## src/rtl/ser_sar_pkg.sv

```systemverilog
package ser_sar_pkg;

    typedef enum logic [1:0] {
        ST_HUNT = 2'd0,
        ST_RECV = 2'd1,
        ST_ARM  = 2'd2,
        ST_CONV = 2'd3
    } seq_state_e;

    localparam logic [1:0] PD_AUTO   = 2'b00;
    localparam logic [1:0] PD_RSVD   = 2'b01;
    localparam logic [1:0] PD_INTCLK = 2'b10;
    localparam logic [1:0] PD_ALWAYS = 2'b11;

endpackage

```

## src/rtl/ser_sar_edge.sv

```systemverilog
module ser_sar_edge (
    input  logic clk,
    input  logic rst_n,
    input  logic sclk_i,
    output logic rise_o,
    output logic fall_o
);
    logic sclk_q;

    always_ff @(posedge clk or negedge rst_n) begin
        if (!rst_n) sclk_q <= 1'b0;
        else        sclk_q <= sclk_i;
    end

    assign rise_o = sclk_i & ~sclk_q;
    assign fall_o = ~sclk_i & sclk_q;
endmodule

```

## src/rtl/ser_sar_chmap.sv

```systemverilog
module ser_sar_chmap #(
    parameter int unsigned SEL_W = 3
) (
    input  logic [SEL_W-1:0] addr_i,
    input  logic             single_i,
    output logic [SEL_W-1:0] pos_o,
    output logic [SEL_W-1:0] neg_o,
    output logic             com_o
);
    localparam int unsigned PAIR_W = SEL_W - 1;

    logic [PAIR_W-1:0] pair;
    logic              swap;

    assign pair  = addr_i[PAIR_W-1:0];
    assign swap  = addr_i[SEL_W-1];
    // single-ended and differential share the positive mapping
    assign pos_o = {pair, swap};
    assign neg_o = single_i ? '0 : {pair, ~swap};
    assign com_o = single_i;
endmodule

```

## src/rtl/ser_sar_step.sv

```systemverilog
module ser_sar_step #(
    parameter int unsigned CODE_W = 16,
    parameter int unsigned IDX_W  = $clog2(CODE_W)
) (
    input  logic [CODE_W-1:0] trial_i,
    input  logic [IDX_W-1:0]  idx_i,
    input  logic              keep_i,
    output logic [CODE_W-1:0] result_o,
    output logic [CODE_W-1:0] next_o
);
    for (genvar b = 0; b < CODE_W; b++) begin : g_bit
        logic here;
        logic below;
        assign here = (idx_i == IDX_W'(b));
        if (b < CODE_W - 1) begin : g_mid
            assign below = (idx_i == IDX_W'(b + 1));
        end else begin : g_top
            assign below = 1'b0;
        end
        assign result_o[b] = here ? keep_i : trial_i[b];
        assign next_o[b]   = below | result_o[b];
    end
endmodule

```

## src/rtl/ser_sar_seq.sv

```systemverilog
module ser_sar_seq
    import ser_sar_pkg::*;
#(
    parameter int unsigned CODE_W = 16
) (
    input  logic              clk,
    input  logic              rst_n,
    input  logic              cs_n_i,
    input  logic              dclk_i,
    input  logic              din_i,
    output logic              dout_o,
    output logic              dout_oe_o,
    output logic              busy_o,
    output logic              busy_oe_o,
    output logic [2:0]        pos_sel_o,
    output logic [2:0]        neg_sel_o,
    output logic              neg_com_o,
    output logic              sample_o,
    output logic [CODE_W-1:0] dac_code_o,
    input  logic              cmp_i,
    output logic              bias_en_o,
    output logic              clk_int_sel_o
);
    localparam int unsigned SEL_W  = 3;
    localparam int unsigned CTRL_W = 8;
    localparam int unsigned CNT_W  = $clog2(CTRL_W + 1);
    localparam int unsigned IDX_W  = $clog2(CODE_W);
    localparam int unsigned SHR_W  = 2;
    localparam int unsigned AT_CH  = 4;
    localparam int unsigned AT_SGL = 6;

    typedef struct packed {
        seq_state_e         state;
        logic [CNT_W-1:0]   cnt;
        logic [SHR_W-1:0]   shr;
        logic [SEL_W-1:0]   ch;
        logic               sgl;
        logic               pwr;
        logic               intclk;
        logic               sample;
        logic               busy;
        logic               dout;
        logic               oe;
        logic [IDX_W-1:0]   idx;
        logic [CODE_W-1:0]  trial;
        logic               bias;
    } seq_t;

    localparam seq_t SEQ_RST = '{
        state: ST_HUNT, cnt: '0, shr: '0, ch: '0, sgl: 1'b1, pwr: 1'b0,
        intclk: 1'b0, sample: 1'b0, busy: 1'b0, dout: 1'b0, oe: 1'b0,
        idx: '0, trial: '0, bias: 1'b0
    };

    seq_t q, d;
    logic rise, fall;
    logic [CODE_W-1:0] step_res, step_nxt;
    logic [CNT_W-1:0]  cnt_inc;
    logic [1:0]        pd;

    ser_sar_edge edge_i (
        .clk    (clk),
        .rst_n  (rst_n),
        .sclk_i (dclk_i),
        .rise_o (rise),
        .fall_o (fall)
    );

    ser_sar_step #(.CODE_W(CODE_W), .IDX_W(IDX_W)) step_i (
        .trial_i  (q.trial),
        .idx_i    (q.idx),
        .keep_i   (cmp_i),
        .result_o (step_res),
        .next_o   (step_nxt)
    );

    ser_sar_chmap #(.SEL_W(SEL_W)) map_i (
        .addr_i   (q.ch),
        .single_i (q.sgl),
        .pos_o    (pos_sel_o),
        .neg_o    (neg_sel_o),
        .com_o    (neg_com_o)
    );

    assign cnt_inc = q.cnt + CNT_W'(1);
    assign pd      = {q.shr[0], din_i};

    always_comb begin
        d = q;
        if (cs_n_i) begin
            d.state  = ST_HUNT;
            d.cnt    = '0;
            d.sample = 1'b0;
            d.busy   = 1'b0;
            d.dout   = 1'b0;
            d.oe     = 1'b0;
        end else begin
            d.oe = 1'b1;
            if (rise) begin
                case (q.state)
                    ST_HUNT: begin
                        if (din_i) begin
                            d.state = ST_RECV;
                            d.cnt   = CNT_W'(1);
                        end
                    end
                    ST_RECV: begin
                        d.shr = {q.shr[SHR_W-2:0], din_i};
                        d.cnt = cnt_inc;
                        if (cnt_inc == CNT_W'(AT_CH)) begin
                            d.ch     = {q.shr, din_i};
                            d.sample = 1'b1;
                        end
                        if (cnt_inc == CNT_W'(AT_SGL)) begin
                            d.sgl = din_i;
                        end
                        if (cnt_inc == CNT_W'(CTRL_W)) begin
                            d.sample = 1'b0;
                            d.state  = ST_ARM;
                            case (pd)
                                PD_ALWAYS: begin d.pwr = 1'b1; d.intclk = 1'b0; end
                                PD_INTCLK: begin d.pwr = 1'b1; d.intclk = 1'b1; end
                                PD_AUTO:   d.pwr = 1'b0;
                                default:   ;
                            endcase
                        end
                    end
                    default: ;
                endcase
            end
            if (fall) begin
                case (q.state)
                    ST_ARM: begin
                        d.busy  = 1'b1;
                        d.dout  = 1'b0;
                        d.trial = {1'b1, {(CODE_W-1){1'b0}}};
                        d.idx   = IDX_W'(CODE_W - 1);
                        d.state = ST_CONV;
                    end
                    ST_CONV: begin
                        d.busy  = 1'b0;
                        d.dout  = cmp_i;
                        d.trial = step_nxt;
                        if (q.idx == '0) d.state = ST_HUNT;
                        else             d.idx   = q.idx - IDX_W'(1);
                    end
                    default: d.dout = 1'b0;
                endcase
            end
        end
        d.bias = d.pwr | (d.state != ST_HUNT);
    end

    always_ff @(posedge clk or negedge rst_n) begin
        if (!rst_n) q <= SEQ_RST;
        else        q <= d;
    end

    assign dout_o        = q.dout;
    assign dout_oe_o     = q.oe;
    assign busy_o        = q.busy;
    assign busy_oe_o     = q.oe;
    assign sample_o      = q.sample;
    assign dac_code_o    = q.trial;
    assign bias_en_o     = q.bias;
    assign clk_int_sel_o = q.intclk;
endmodule

```

## config.mk

```make
export PLATFORM = sky130hd
export DESIGN_NAME = ser_sar_seq
export DESIGN_NICKNAME = d
export VERILOG_FILES = /design/src/rtl/ser_sar_pkg.sv /design/src/rtl/ser_sar_edge.sv /design/src/rtl/ser_sar_chmap.sv /design/src/rtl/ser_sar_step.sv /design/src/rtl/ser_sar_seq.sv
export SDC_FILE = /design/constraint.sdc
export NUM_CORES = 1
export LEC_CHECK = 0
export BUFFER_PORTS_ARGS = -buffer_cell sky130_fd_sc_hd__buf_4
export CAP_MARGIN = 10
export CORE_ASPECT_RATIO = 1.1
export CORE_UTILIZATION = 50
export DETAILED_ROUTE_END_ITERATION = 8
export PLACE_DENSITY = 0.79
export SETUP_SLACK_MARGIN = 0.15
export SLEW_MARGIN = 10
export SYNTH_ARGS = -nofsm -noshare
export SYNTH_HDL_FRONTEND = slang
export SYNTH_SLANG_ARGS = --single-unit
```

## constraint.sdc

```tcl
create_clock -name clk -period 1.86 [get_ports clk]
set_input_delay 0.465 -clock clk [delete_from_list [all_inputs] [get_ports clk]]
set_output_delay 0.465 -clock clk [all_outputs]
set_load 0.05 [all_outputs]
```

==> flow_summary.toml, run 1 <==
[status]
run_status = "finished clean"

[clock_tree]
clk-insertion-delay-late_ps = 300
clock_pin_slew_reported_for_the_worst_setup_and_hold_paths_after_clock_tree_synthesis_ps = 80
cts_buffer_depth = 2
numCtsBuffers = 5
cell_at_the_root_of_the_clock_tree = "clkbuf_8"
cts_htree_levels = 2
clock_tree_from_tritoncts = "built"
cts_sinks = 40

[logic_synthesis]
post_synth_most_frequent_cells = "dfrtp_1 (39), buf_4 (22), nand2_1 (21)"
synth.lib_cells_used.distinct = 52
synth_cell_area_um2 = 2440
synth-edff-count = 0
postSynthCellCount = 249
synth-main-ff-cell = "dfrtp_1"
number_of_storage_elements_in_the_synthesis_netlist = 40
ys_async_sr_fraction_pct = 100
synth-seq-area-share_pct = 41.1
netlist.area_leader.share_pct = 40.0
yosysWarnings = 0
synthMostInstantiatedCell = "dfrtp_1"
syn_avg_cell_area_um2 = 9.80
synth_nets = 261
synthTopCellsByArea = "dfrtp_1 (40%), buf_4 (6.8%), a21oi_1 (3.7%), mux2_2 (3.7%), nand2_1 (3.2%)"
yosys.area.top_type = "dfrtp_1"

[detailed_routing]
drt_iter0_markers = 189
post_drt_via_cell_ratio = 5.78
vias = 1900
finalWirelength_mm = 5.24
first_pass_iters = 4
remaining_drc_errors = 0
routed_wire_length_per_instance_um = 15.9
drt.antenna.violating_nets = 0

[setup_path]
cp.required_ps = 2040
worst_path_arrival_time_ps = 1900
timing.rr.start = "q[33]"
crit_path_max_incr_delay_ps = 400
cp_slowest_cell = "or3b_4"
crit_fanout = 4
timing.critical_path.to_type = "flip-flop"
worstSetupStartpoint = "q[33]"
timing.setup.critical_path_class = "reg2reg"
element_type_at_the_critical_path_start = "flip-flop"
crit_path_cell_trace = "ha_2 -> or3b_4 -> nor3_4 -> mux2_2"

[placement]
placement.setup.worst_slack_ps = 81.0
detailedPlacementHpwl_mm = 3.71
port_buffers = 35
place_congestion = 0.823
placed_cells = 319

[sta]
timing.final.setup_violations = 0
maxClockFrequency_mhz = 581
post-route-min-period_ps = 1720
grt_setup_unrepaired = "true"
worst_slack_ps = 139
finalMaxSlewViolations = 0
hold_fails_final_rpt = 0
final.setup_skew_ps = 9.46
actual_transition_at_the_worst_max_transition_pin_ps = 510
slew_headroom_pct = 66.0
min_period_over_period_pct = 92.5
fin_setup_tns_ps = 0

[power_and_ir_drop]
p_int_mw = 1.24
pwr-share-comb_pct = 12.4
ir_worst_vdd_v = 0.000448
total_power_mw = 1.71
power.clock.fraction_pct = 33.7
power_leakage_nw = 1.28
switching_share_pct = 27.7
power.density_cell_area_nw_per_um2 = 617
p_seq_share_pct = 54.0
power_switching_mw = 0.474

[floorplan]
fp.coreArea_um2 = 4680
placementRows = 26
fp.dieArea_um2 = 5170
die_h_um = 75.3
start_util_pct = 52.1
die_width_um = 68.6
io_pins = 36

[cells_and_area]
sequential_cell_area_um2 = 1000
finish.cell_count_without_fillers = 329
utilization_pct = 59.2
drive_above_1_share_pct = 31.9
layout.filler_cells = 416
area_used_by_multi_input_combinational_logic_um2 = 1200
final_nets = 284
num_antenna_cells = 0
area.growth.synth_to_final_pct = 13.7

[grt]
antenna_found_initial = 0
grt_use_total_pct = 22.3
grt_pass1_vias = 1795
grt_pass1_wl_mm = 8.35
gr-total-overflow = 0
grt_max_degree = 41

[run]
drv.max_cap_violation_count = 0

[hold_path]
hold_path_class = "in2async"
[registers in the layout, summed over array words and instances (netlist names)]
signal / cells
dac_code_o: 16
clk_int_sel_o: 1
dout_o: 1
q: 16
sample_o: 1
edge_i.sclk_q: 1
pd: 1
busy_oe_o: 1
busy_o: 1
bias_en_o: 1
[final cells by class]
| class | count | share of cell area (%) |
|---|---|---|
| multi-input combinational | 167 | 43.4 |
| sequential | 40 | 36.2 |
| timing repair buffer | 49 | 13.7 |
| clock buffer | 7 | 2.75 |
| tap | 56 | 2.52 |
| inverter | 9 | 1.22 |
| clock inverter | 1 | 0.180 |
[stage by stage]
| stage | hold slack, ps | cell area, um^2 |
|---|---|---|
| 2_1_floorplan | 169 | 2440 |
| 3_3_place_gp | 468 | 2640 |
| 3_5_place_dp | 473 | 2640 |
| 4_1_cts | 147 | 2740 |
| 5_1_grt | 174 | 2780 |
| 6_report | 131 | 2780 |
[critical path, delay by kind of cell (launching register included)]
family,cells,cell delay [ps]
adder cells (fa/ha/maj),1,210
flip-flops,1,390
multiplexers,1,380
AND/OR/NAND/NOR,2,630
[power by group through the flow]
stage / Sequential, mW / Clock (mW) / Combinational, mW
floorplan: 0.928 / 0 / 0.128
global placement: 0.937 / 0 / 0.200
detailed placement: 0.937 / 0 / 0.205
CTS: 0.920 / 0.586 / 0.206
global route: 0.927 / 0.623 / 0.235
finish: 0.923 / 0.576 / 0.212
[metal layers]
layer | vias to the layer above | wire (um) | track usage, %
li1 | 921 | - | -
met1 | 927 | 2340 | 27.4
met5 | - | 0 | 0
met2 | 47 | 2660 | 38.8
met3 | 5 | 185 | 3.79
met4 | 0 | 57 | 8.33
[cells in the final DEF, fill, tap and decap left out, types with 3 or more instances in the layout]
cell      count
a21o_1        4
a21oi_1      18
a221o_1       4
a31oi_1       3
and2_1        3
buf_4        48
clkbuf_8      5
dfrtp_1      37
ha_1          4
inv_1         8
mux2_2        6
nand2_1      21
nand2b_1      3
nand3_1      15
nand3b_1      3
nor2_1       12
nor2b_1       6
nor3_1        3
o211ai_1      7
o21a_1        4
o21ai_0      11
[kinds of logic after synthesis]
logic type | share of synthesized area, %
simple gates | 23.5
compound gates | 17.3
buf+inv | 11.1
flops | 41.1
mux | 3.69
fa+ha+maj | 3.08
xor+xnor | 0.359
[worst paths after layout]
path | to | slack, ps | cells past startpoint
max in group asynchronous | q[38] | 1340 | 1
worst min register to register | dac_code_o[0] | 490 | 2
worst max register to register | q[29] | 140 | 4
worst min-delay path | dac_code_o[3] | 130 | 1
min in group clk | edge_i.sclk_q | 350 | 1
worst max-delay path | q[29] | 140 | 4
[timing repair]
| item | CTS | global route |
|---|---|---|
| resized for setup | 1 | 11 |
| setup buffers | 1 | 1 |
| hold buffers | 0 | 0 |
| pin swaps | 0 | 2 |
| endpoints found under the setup margin | 3 | 12 |
(Power assumes the default switching activity.)
==> run 2: changes to the inputs <==
--- a/config.mk
+++ b/config.mk
@@ -8,6 +8,7 @@
 export BUFFER_PORTS_ARGS = -buffer_cell sky130_fd_sc_hd__buf_4
 export CAP_MARGIN = 10
 export CORE_ASPECT_RATIO = 1.1
+export CORE_MARGIN = 2
 export CORE_UTILIZATION = 50
 export DETAILED_ROUTE_END_ITERATION = 8
 export PLACE_DENSITY = 0.79
==> flow_summary.toml, run 2 (synthesis results as in run 1) <==
[status]
run_status = "finished clean"

[sta]
hold_fails_final_rpt = 0
finalMaxSlewViolations = 0
final.setup_skew_ps = 3.37
min_period_over_period_pct = 87.8
grt_setup_unrepaired = "false"
timing.final.setup_violations = 0
maxClockFrequency_mhz = 612
fin_setup_tns_ps = 0
post-route-min-period_ps = 1630
actual_transition_at_the_worst_max_transition_pin_ps = 499
slew_headroom_pct = 66.7

[detailed_routing]
remaining_drc_errors = 0
drt_iter0_markers = 126
first_pass_iters = 4
routed_wire_length_per_instance_um = 15.6
vias = 1892
finalWirelength_mm = 5.18
drt.antenna.violating_nets = 0
post_drt_via_cell_ratio = 5.72

[clock_tree]
clk-insertion-delay-late_ps = 290
cell_at_the_root_of_the_clock_tree = "clkbuf_8"
cts_htree_levels = 2
cts_sinks = 40
clock_tree_from_tritoncts = "built"
cts_buffer_depth = 2
numCtsBuffers = 5
clock_pin_slew_reported_for_the_worst_setup_and_hold_paths_after_clock_tree_synthesis_ps = 80

[setup_path]
cp.required_ps = 2040
setup.reg_to_reg.worst_slack_ps = 230
worst_path_arrival_time_ps = 1820
reg2reg_depth = 4
element_type_at_the_critical_path_start = "flip-flop"
crit_fanout = 4
timing.setup.critical_path_class = "reg2reg"
timing.rr.start = "q[34]"
timing.critical_path.to_type = "flip-flop"
critical_path.reg2reg.endpoint = "q[29]"

[grt]
groute.layer.met3.usage_pct = 4.07
grt_pass1_vias = 1817
gr-usage-met2_pct = 34.2
grt_pass1_wl_mm = 8.56
antenna_found_initial = 0
globalRoute.busiestLayer = "met2"
grt_use_total_pct = 19.7
grt_util_met1_pct = 24.0
gr-total-overflow = 0
grt_max_degree = 41

[power_and_ir_drop]
power_leakage_nw = 1.31
total_power_mw = 1.91
ir_worst_vdd_v = 0.000530
power.density_cell_area_nw_per_um2 = 676

[floorplan]
die_h_um = 77.3
placementRows = 26
die_width_um = 70.6
fp.dieArea_um2 = 5460
io_pins = 36
start_util_pct = 52.1
fp.coreArea_um2 = 4680

[placement]
port_buffers = 35
placed_cells = 319
detailed_place.area_um2 = 2640
detailedPlacementHpwl_mm = 3.75
place_congestion = 0.858

[cells_and_area]
utilization_pct = 60.2
final_common_cell = "buf_4"
area_used_by_multi_input_combinational_logic_um2 = 1190
drive_above_1_share_pct = 31.3
num_antenna_cells = 0
layout.filler_cells = 418
sequential_cell_area_um2 = 1000
layout_common_cells = "buf_4 (50), dfrtp_1 (38), nand2_1 (21)"
finish.cell_count_without_fillers = 331
fin_area_um2 = 2820
area.growth.synth_to_final_pct = 15.5
final_nets = 286

[hold_path]
hold_path_class = "in2async"

[run]
drv.max_cap_violation_count = 0
[run 2: changes by cell type in the layout (fill, tap and decap cells not counted), moves of 2 or more]
cell,previous run,this run
ha_2,2,0
clkbuf_1,2,0
buf_4,48,50
clkbuf_8,5,7
mux2_2,6,8
ha_1,4,6
mux2_4,2,0
[run 2: stage by stage]
stage / hold slack (ps) / worst slack, ps
floorplan: 169 / 192
global placement: 467 / 147
detailed placement: 469 / 101
CTS: 145 / 179
global route: 170 / 156
finish: 136 / 227
[run 2: timing repair]
action                                  4_1_cts  5_1_grt
gates resized for setup                       1        4
endpoints found under the setup margin        3        9
pin swaps                                     1        1
setup buffers                                 2        2
hold buffers                                  0        0
[run 2: power breakdown]
group | switching (mW) | internal [mW]
logic | 0.132 | 0.0850
clock network | 0.298 | 0.473
registers | 0.0288 | 0.889
[run 2: per-layer routing]
metal | up-vias | routed length, um | share of wire (%)
met5 | - | 0 | 0
met4 | 0 | 97 | 1.9
met2 | 57 | 2670 | 52
met3 | 10 | 271 | 5.2
met1 | 906 | 2140 | 41
li1 | 919 | - | -
[run 2: worst max-delay path by stage]
stage                            to  slack (ps)   from
after global routing      bias_en_o         160  q[18]
after floorplan               q[28]         190  q[33]
after CTS                     q[30]         180  q[33]
after detailed placement      q[30]         100  q[34]
after global placement        q[30]         150  q[34]
final                         q[29]         230  q[34]
[run 2: final cells by class]
type / instances / share of cell area (%)
multi-input combinational: 167 / 42.2
sequential: 40 / 35.6
timing repair buffer: 51 / 14.0
clock buffer: 7 / 3.42
tap: 56 / 2.49
inverter: 9 / 1.20
clock inverter: 1 / 1.07
[run 2: worst max-delay path, cell delays in order (launching register included)]
cell	delay, ps
dfrtp_1	370
ha_1	200
or3b_4	410
nor3_4	190
mux2_2	360
==> run 3: changes to the inputs <==
--- a/config.mk
+++ b/config.mk
@@ -11,7 +11,7 @@
 export CORE_MARGIN = 2
 export CORE_UTILIZATION = 50
 export DETAILED_ROUTE_END_ITERATION = 8
-export PLACE_DENSITY = 0.79
+export PLACE_DENSITY = 0.72
 export SETUP_SLACK_MARGIN = 0.15
 export SLEW_MARGIN = 10
 export SYNTH_ARGS = -nofsm -noshare
==> flow_summary.toml, run 3 (synthesis results as in run 1) <==
[cells_and_area]
final_common_cell = "buf_4"
final_nets = 288
drive_above_1_share_pct = 32.9
area.growth.synth_to_final_pct = 16.6
num_antenna_cells = 0
layout.filler_cells = 394
finish.cell_count_without_fillers = 333
area_used_by_multi_input_combinational_logic_um2 = 1210
sequential_cell_area_um2 = 1000
layout_common_cells = "buf_4 (53), dfrtp_1 (38), nand2_1 (21)"

[placement]
port_buffers = 35
detailedPlacementHpwl_mm = 3.80
place_congestion = 0.881
placed_cells = 319

[floorplan]
start_util_pct = 52.1
io_pins = 36
fp.coreArea_um2 = 4680
die_width_um = 70.6
placementRows = 26
fp.dieArea_um2 = 5460
die_h_um = 77.3

[power_and_ir_drop]
p_seq_share_pct = 46.3
p_int_mw = 1.51
power.clock.fraction_pct = 42.3
switching_share_pct = 23.5
power_leakage_nw = 1.32
pwr-share-comb_pct = 11.4
power_switching_mw = 0.466
ir_worst_vdd_v = 0.000364
power.density_cell_area_nw_per_um2 = 695

[setup_path]
critical_path.reg2reg.endpoint = "q[30]"
worst_path_arrival_time_ps = 1830
reg2reg_depth = 4
timing.setup.critical_path_class = "reg2reg"
crit_fanout = 4
crit_path_cell_trace = "ha_1 -> or3b_4 -> nor3_4 -> mux2_2"
cp.required_ps = 2040
element_type_at_the_critical_path_start = "flip-flop"
crit_path_max_incr_delay_ps = 410
setup.reg_to_reg.worst_slack_ps = 210
cp_slowest_cell = "or3b_4"
timing.rr.start = "q[34]"
timing.critical_path.to_type = "flip-flop"

[detailed_routing]
post_drt_via_cell_ratio = 5.78
drt_iter0_markers = 167
routed_wire_length_per_instance_um = 16.1
remaining_drc_errors = 0
finalWirelength_mm = 5.35
vias = 1926
drt.antenna.violating_nets = 0
first_pass_iters = 4

[clock_tree]
numCtsBuffers = 5
cts_htree_levels = 2
cell_at_the_root_of_the_clock_tree = "clkbuf_8"
cts_buffer_depth = 2
clock_tree_from_tritoncts = "built"
cts_sinks = 40
clock_pin_slew_reported_for_the_worst_setup_and_hold_paths_after_clock_tree_synthesis_ps = 80
clk-insertion-delay-late_ps = 290

[sta]
maxClockFrequency_mhz = 608
hold_fails_final_rpt = 0
grt_setup_unrepaired = "false"
actual_transition_at_the_worst_max_transition_pin_ps = 518
post-route-min-period_ps = 1650
timing.final.setup_violations = 0
finalMaxSlewViolations = 0
min_period_over_period_pct = 88.5
fin_setup_tns_ps = 0
final.setup_skew_ps = 11.4
slew_headroom_pct = 65.5

[hold_path]
hold_path_class = "in2async"

[grt]
grt_max_degree = 41
grt_use_total_pct = 20.5
antenna_found_initial = 0
gr-total-overflow = 0
grt_pass1_wl_mm = 9.06
grt_pass1_vias = 1940

[run]
drv.max_cap_violation_count = 0

[status]
run_status = "finished clean"
[run 3: stage by stage]
| stage | power (mW) | setup WS, ps | hold WS [ps] | area (um^2) | utilization [%] |
|---|---|---|---|---|---|
| 2_1_floorplan | 1.06 | 192 | 169 | 2440 | - |
| 3_3_place_gp | 1.14 | 136 | 472 | 2630 | 56.1 |
| 3_5_place_dp | 1.14 | 99.6 | 478 | 2630 | 56.1 |
| 4_1_cts | 1.98 | 149 | 159 | 2780 | 59.2 |
| 5_1_grt | 2.06 | 156 | 183 | 2850 | 60.7 |
| 6_report | 1.98 | 214 | 135 | 2850 | 60.7 |
[run 3: power by group through the flow]
stage | Clock (mW) | Sequential (mW) | Combinational (mW)
finish | 0.837 | 0.916 | 0.225
floorplan | 0 | 0.928 | 0.128
detailed placement | 0 | 0.931 | 0.208
global route | 0.889 | 0.920 | 0.246
CTS | 0.858 | 0.914 | 0.209
global placement | 0 | 0.931 | 0.204
[run 3: how the worst max path moves through the flow]
stage	startpoint	to	slack [ps]
global placement	q[34]	q[28]	140
floorplan	q[33]	q[28]	190
finish	q[34]	q[30]	210
global route	q[18]	bias_en_o	160
CTS	q[34]	q[30]	150
detailed placement	q[34]	q[30]	100
[run 3: worst max-delay path, delay by kind of cell, from the launching register on]
family        cells  cell delay [ps]
simple gates      2              600
flops             1              370
mux               1              360
fa+ha+maj         1              200
[run 3: area by class of cell]
| type | instances | area share [%] |
|---|---|---|
| clock buffers | 6 | 2.55 |
| clock inverters | 2 | 2.11 |
| inverters | 9 | 1.19 |
| multi-input cells | 167 | 42.4 |
| flip-flops and latches | 40 | 35.3 |
| well taps | 56 | 2.46 |
| repair buffers | 53 | 14.0 |
[run 3: metal layers]
metal / GRT usage, % / vias to the layer above / wire [um]
met1: 25.4 / 935 / 2330
li1: - / 928 / -
met2: 35.2 / 54 / 2680
met3: 3.94 / 9 / 243
met5: 0 / - / 0
met4: 7.55 / 0 / 97
[run 3: timing repair]
item	CTS	global route
pin swaps	1	3
setup buffers	1	5
endpoints found under the setup margin	7	10
gates resized for setup	2	8
gates cloned	0	0
hold buffers	0	0
